$ cat src/rtl/flash_guard.sv
module flash_guard #(
  parameter int PAGES = 512,
  parameter int BOOT_PAGES = 8,
  localparam int PW = $clog2(PAGES)
) (
  input  logic          clk,
  input  logic          rst_n,
  input  logic          cmd_valid,
  input  logic [3:0]    cmd_op,
  input  logic [PW-1:0] cmd_page,
  input  logic          seq_done,
  output logic          busy,
  output logic          lock_err,
  output logic [15:0]   lock_bits,
  output logic          boot_locked,
  output logic          secure,
  output logic          arr_req,
  output logic [1:0]    arr_op,
  output logic [PW-1:0] arr_page
);
  typedef enum logic [1:0] {S_IDLE, S_PAGE, S_WIPE, S_FLASH} state_t;
  state_t state;

  wire [3:0] region   = cmd_page[PW-1 -: 4];
  wire       take     = cmd_valid && state == S_IDLE;
  wire       is_mod   = cmd_op == 4'd1 || cmd_op == 4'd2;
  wire       in_boot  = cmd_page < PW'(BOOT_PAGES);
  wire       guarded  = lock_bits[region] || (boot_locked && in_boot);

  assign busy = state != S_IDLE;

  always_ff @(posedge clk) begin
    if (!rst_n) begin
      state       <= S_IDLE;
      lock_err    <= 1'b0;
      lock_bits   <= '0;
      boot_locked <= 1'b0;
      secure      <= 1'b0;
      arr_req     <= 1'b0;
      arr_op      <= 2'd0;
      arr_page    <= '0;
    end else begin
      arr_req <= 1'b0;
      case (state)
        S_PAGE:  if (seq_done) state <= S_IDLE;
        S_WIPE:  if (seq_done) begin
                   state   <= S_FLASH;
                   arr_req <= 1'b1;
                   arr_op  <= 2'd3;
                 end
        S_FLASH: if (seq_done) begin
                   state       <= S_IDLE;
                   lock_bits   <= '0;
                   boot_locked <= 1'b0;
                   secure      <= 1'b0;
                 end
        default: ;
      endcase
      if (take) begin
        case (cmd_op)
          4'd1, 4'd2: begin
            if (guarded) lock_err <= 1'b1;
            else begin
              state    <= S_PAGE;
              arr_req  <= 1'b1;
              arr_op   <= (cmd_op == 4'd1) ? 2'd0 : 2'd1;
              arr_page <= cmd_page;
            end
          end
          4'd3: lock_bits[region] <= 1'b1;
          4'd4: if (secure) lock_err <= 1'b1;
                else lock_bits[region] <= 1'b0;
          4'd5: boot_locked <= 1'b1;
          4'd6: if (secure) lock_err <= 1'b1;
                else boot_locked <= 1'b0;
          4'd7: secure <= 1'b1;
          4'd8: begin
            state    <= S_WIPE;
            arr_req  <= 1'b1;
            arr_op   <= 2'd2;
            arr_page <= '0;
          end
          4'd9: lock_err <= 1'b0;
          default: ;
        endcase
      end
    end
  end

  a_r4_locked_blocked: assert property (@(posedge clk) disable iff (!rst_n)
    take && is_mod && lock_bits[region] |=> lock_err && !arr_req && !busy);

  a_r5_boot_blocked: assert property (@(posedge clk) disable iff (!rst_n)
    take && is_mod && boot_locked && in_boot |=> !arr_req && lock_err);

  a_r6_secure_keeps: assert property (@(posedge clk) disable iff (!rst_n)
    take && secure && cmd_op == 4'd4 |=> $stable(lock_bits) && lock_err);

  a_r7_erase_order: assert property (@(posedge clk) disable iff (!rst_n)
    arr_req && arr_op == 2'd3 |-> $past(seq_done) && $past(state) == S_WIPE);

  a_r7_secure_fall: assert property (@(posedge clk) disable iff (!rst_n)
    $fell(secure) |-> $past(seq_done) && $past(state) == S_FLASH);

  a_r8_busy_drops: assert property (@(posedge clk) disable iff (!rst_n)
    busy && cmd_valid && !seq_done |=> $stable(lock_bits) && $stable(boot_locked));

  a_r3_req_busy: assert property (@(posedge clk) disable iff (!rst_n)
    arr_req |-> busy);
endmodule

$ cat config.mk
export PLATFORM = sky130hd
export DESIGN_NAME = flash_guard
export DESIGN_NICKNAME = d
export VERILOG_FILES = /design/src/rtl/flash_guard.sv
export SDC_FILE = /design/constraint.sdc
export NUM_CORES = 1
export LEC_CHECK = 0
export ABC_AREA = 1
export BUFFER_PORTS_ARGS = -buffer_cell sky130_fd_sc_hd__buf_2
export CORE_AREA = 5 5 72 74
export CTS_BUF_LIST = sky130_fd_sc_hd__clkbuf_4 sky130_fd_sc_hd__clkbuf_8
export CTS_CLUSTER_SIZE = 25
export DETAILED_ROUTE_END_ITERATION = 6
export DIE_AREA = 0 0 77 79
export GPL_TIMING_DRIVEN = 0
export PLACE_DENSITY_LB_ADDON = 0.08
export SETUP_SLACK_MARGIN = 0.1
export SYNTH_ARGS = -nofsm -noshare
export SYNTH_HDL_FRONTEND = slang
export SYNTH_SLANG_ARGS = --single-unit
$ cat constraint.sdc
create_clock -name clk -period 1.32 [get_ports clk]
set_input_delay 0.198 -clock clk [delete_from_list [all_inputs] [get_ports clk]]
set_output_delay 0.198 -clock clk [all_outputs]
set_load 0.005 [all_outputs]
After elaboration in Yosys (flattened, before gate mapping)

Index checks and enable logic that the tools add are counted.

Add/sub/neg operators: 0
Multiply operators: 0
Div/mod/pow operators: 0
Order comparisons: 3
Equality and inequality tests: 15
Shift-type cells: 0
Muxes and demuxes: 41
Bitwise logic cells: 3
Reduce and logical (&&, ||, !) cells: 13

Operators with widths:

| operator           | number |
|---|---|
| $mux 16            | 5 |
| $pmux 16 s2        | 1 |
| $pmux 9 s2         | 1 |
| $mux 1             | 17 |
| $and 16x16->16     | 1 |
| $eq 4x3->1 const B | 4 |
| $mux 2             | 8 |
| $not 16->16        | 1 |
| $or 16x16->16      | 1 |
| $pmux 2 s2         | 3 |
| $lt 9x4->1 const B | 1 |
| $mux 9             | 1 |
| $eq 4x2->1 const B | 2 |
| $eq 4x4->1 const B | 2 |
| $reduce_or 2->1    | 3 |
| $lt 4x5->1 const B | 1 |
| $bmux 1 s4         | 1 |
| $demux 1 s4        | 1 |
| $eq 2x2->1 const B | 2 |
| $eq 4x1->1 const B | 1 |
| $ge 4x1->1 const B | 1 |
| $ne 2x2->1 const B | 2 |
| $pmux 1 s2         | 2 |
| $reduce_and 4->1   | 1 |
| 9 further kinds    | 12 |

Register bits: 33
Latch bits: 0
RAM bits: 0
ROM bits: 0
Bits of input ports: 17
Output and inout bits: 32
Logic and storage cells: 83
Memories kept: 0

Depth between registers and ports, before layout

Word-level depth: 9
Gate-level depth with buffers: 13
Gate-level depth less buffers: 12

Worst setup path after synthesis

Ideal clock, no wire load.

Path kind: reg2reg
Start point: register state[0]
End point: register lock_bits[12]
Library setup time: 0.131 ns
Arrival: 1.268 ns
Required time: 1.189 ns
Slack: -0.078 ns
Stages on the path, launching flop included: 10
Buffers on the path: 1
Period minus slack after synthesis: 1.398 ns
Cell sequence: dfxtp_1 inv_1 nand3_4 inv_1 nand2_1 nor2_1 nor2_2 buf_2 nand3_1 a21oi_2

Word-level cells in the longest chain between the ends: 7
Elaborated cells between the ends (all ways): 10
Those cells by class: eq/ne: 1; mux: 5; bitwise: 2; reduce/logical: 2

RTL lines:

| what                            | line | source |
|---|---|---|
| start: declaration              | 22   | `state_t state;` |
| start signal: assignment        | 34   | `state <= S_IDLE;` |
| start signal: assignment        | 45   | `S_PAGE: if (seq_done) state <= S_IDLE;` |
| start signal: assignment        | 47   | `state <= S_FLASH;` |
| $eq 2x2->1                      | 44   | `case (state)` |
| $mux 16                         | 44   |  |
| $mux 16                         | 33   | `if (!rst_n) begin` |
| $and 16x16->16 (no source line) | n/a  |  |
| $mux 16                         | 71   | `4'd4: if (secure) lock_err <= 1'b1;` |
| $pmux 16 s2                     | 60   | `case (cmd_op)` |
| $mux 16 (*)                     | 59   | `if (take) begin` |
| end signal: assignment          | 53   | `lock_bits <= '0;` |
| end signal: indexed assignment  | 70   | `4'd3: lock_bits[region] <= 1'b1;` |
| end signal: indexed assignment  | 72   | `else lock_bits[region] <= 1'b0;` |
| end: declaration                | 14   | `output logic [15:0] lock_bits,` |

Every way passes the cells marked *; elsewhere a longest branch is shown, timed or not. The select of a mux whose other input is x is not followed.
A chain may end at the register's enable or synchronous reset.

Worst setup path in the final report

Start point: register state[0]
End point: register lock_bits[10]

The elaborated chain is that of the path after synthesis.

==> flow_summary.json <==
{
  "outcome": "finished with violations",
  "violations": "negative setup slack",
  "tightest_slew_ns": 0.677,
  "path_class": "reg2reg",
  "synth_area_mm2": 0.00213,
  "ctsHoldBuffers": 0,
  "finalPower_mw": 2.17,
  "num_vias": 2509,
  "clkTransAtPathRegs_ns": 0.08,
  "cp.required_ns": 1.47,
  "yosys_warnings": 0,
  "routed_wl_mm": 6.81,
  "dpl.hpwl_mm": 4.70,
  "final_cell_area_mm2": 0.00293,
  "synthCells": 338,
  "hold-path-endpoint": "arr_req",
  "grt_pass1_vias": 2324,
  "grt_pass1_wl_mm": 11.1,
  "cts_buffers": 5,
  "path_max_fanout": 6,
  "postRouteAntennaNets": 0,
  "htree_num_levels": 2,
  "yosys-top-cells-count": "nand2_1 (94), nand3_1 (43), dfxtp_1 (33), a21oi_1 (31)",
  "avgSynthCellArea_um2": 6.30,
  "synth_top_area_share_pct": 31.0,
  "antenna_found_initial": 0,
  "grt_use_total_pct": 22.2,
  "ys_ff_latch": 33,
  "synth_cell_types": 31,
  "synthArstFlopShare_pct": 0,
  "drt-initial-drc-count": 302,
  "r2r_slack_ns": -0.06,
  "setup_slack_ns": -0.0604,
  "start_util_pct": 47.0,
  "worst_r2r_path_depth": 9,
  "diodes": 0,
  "min_path_cells": 3,
  "power.density_mw_per_mm2": 740,
  "yosys-top-cells-area": "dfxtp_1 (31%), nand2_1 (17%), nand3_1 (10%), a21oi_1 (7.3%), inv_1 (4.9%)",
  "core-area_mm2": 0.00454,
  "r2r_start": "state[0]",
  "drcViolationCount": 0,
  "skew_ns": 0.00521,
  "post-route-period-util_pct": 105,
  "io_buffers": 47,
  "drive_gt1_share_pct": 41.3,
  "finalHoldViolCount": 0,
  "cap_violations": 0,
  "r2r-end": "lock_bits[10]",
  "cpPeakStageDelay_ns": 0.34,
  "pin_count": 49,
  "cts_tree": "done",
  "clkLatencyLatePin_ns": 0.30,
  "std_cell_rows": 25,
  "grt-ovfl-total": 0,
  "rsz0062_at_grt": "yes",
  "synth_nets": 355,
  "pre_cts_ws_ns": -0.460,
  "setup.worst_path.end_class": "register",
  "wl_per_cell_um": 14.7,
  "critPathBufInv": 3,
  "hp-start": "rst_n",
  "die_w_um": 77,
  "timing.fmax_mhz": 724,
  "min_period_ns": 1.38,
  "die-area_mm2": 0.00608,
  "synth-edff-count": 0,
  "crit_top_cell": "nor2_4",
  "slowest_stage": "dfxtp_2",
  "relSlewSlack_pct": 54.9,
  "drtPass1Iterations": 5,
  "dieHeight_um": 79,
  "detailed_place.area_mm2": 0.00247,
  "clock_sinks": 33,
  "syn_to_final_growth_pct": 37.8,
  "p_leak_nw": 1.35,
  "yosysSeqAreaShare_pct": 31.0,
  "crit_family": "simple AND/OR/NAND/NOR gates",
  "path_cells": "inv_2 > nand3_4 > inv_4 > nand2_4 > nor2_4 > nor2_4 > buf_6 > nand3_1 > a21oi_1",
  "arrival_ns": 1.53,
  "layout.nets": 425,
  "ys.flop_type": "dfxtp_1",
  "yosys.area.top_type": "dfxtp_1",
  "setup_viol": 24,
  "synth_most_common_cell": "nand2_1",
  "ir_worst_vdd_mv": 0.525,
  "place.gp.congestion": 0.977,
  "root_buffer": "clkbuf_8",
  "critPathLaunchType": "register",
  "maxSlewViolCount": 0,
  "hold_path.class": "in2reg",
  "viasPerCell": 5.42,
  "final_util_pct": 64.7,
  "n_fill_cell": 451,
  "grt_max_degree": 13,
  "cts.path.max_buffers": 2
}
tightest hold or removal path, delay by kind of cell:
family | cells | cell delay (ns)
simple gates | 1 | 0.07
buf+inv | 2 | 0.18
cells by family after synthesis:
group	share of synthesized area, %
flip-flops	31.0
AND/OR/NAND/NOR	40.6
AO/OA/AOI/OAI	17.1
buffers and inverters	11.3
final cells by class:
cell class	count	area, um^2	area share [%]
plain buffers	21	166	5.67
repair buffers	63	374	12.8
clock buffers	5	68.8	2.35
inverters	30	115	3.92
clock inverters	3	22.5	0.768
well taps	54	67.6	2.30
multi-input cells	254	1440	49.0
flip-flops and latches	33	681	23.2
layout by cell type, fill, tap and decap left out, types with 3 or more instances in the layout:
cell	n
nand4_1	10
o21ai_0	17
clkbuf_2	3
nor2_4	4
a21oi_2	12
dfxtp_2	13
o21ai_2	7
nand3_1	24
nor2_2	3
nand2_1	89
nand2_2	4
nor2_1	24
clkinvlp_4	3
nor3_1	4
dfxtp_1	19
clkbuf_4	3
nand3_2	19
inv_2	6
inv_1	23
buf_2	51
buf_6	10
buf_4	13
a21oi_1	20
clkbuf_8	5
layer usage:
layer	vias to the layer above	GRT usage, %	part of all wire (%)
li1	1252	-	-
met1	1154	27.1	42
met2	92	38.9	49
met3	11	5.22	7.3
met4	0	6.19	1.1
met5	-	0	0
state kept, by name, indices dropped and copies added, names as in the netlist:
register	flops
state	2
arr_page	9
boot_locked	1
arr_req	1
lock_bits	16
arr_op	2
lock_err	1
secure	1
worst max path at each step:
| stage | depth (start not counted) | to | from | slack (ns) |
|---|---|---|---|---|
| 2_1_floorplan | 8 | lock_bits[12] | cmd_op[2] | -0.01 |
| 3_5_place_dp | 9 | lock_bits[6] | cmd_op[0] | -0.46 |
| 4_1_cts | 7 | arr_op[0] | state[0] | -0.04 |
| 5_1_grt | 7 | arr_page[3] | state[0] | -0.16 |
| 3_3_place_gp | 9 | lock_bits[13] | cmd_op[0] | -0.44 |
| 6_report | 9 | lock_bits[10] | state[0] | -0.06 |
repair_timing:
action                                 in CTS  in global routing
resized for setup                          61                 20
setup endpoints to repair                  32                 34
endpoints found under the hold margin       0                  0
setup buffers                              11                  3
pin swaps                                  18                  6
cloned                                      2                  0
where the power goes:
group          internal [mW]  switching, mW  leakage [nW]
Clock                  0.370          0.431        0.0364
Combinational          0.129          0.224          1.04
Sequential              1.01         0.0104         0.274
per-stage QoR:
step	hold WS (ns)	std cells	setup TNS, ns
4_1_cts	0.200	460	-0.348
2_1_floorplan	0.291	338	-0.0387
6_report	0.198	463	-0.897
3_3_place_gp	0.467	439	-8.85
5_1_grt	0.202	463	-3.05
3_5_place_dp	0.469	439	-9.13
Power figures use the tool's default switching activity.
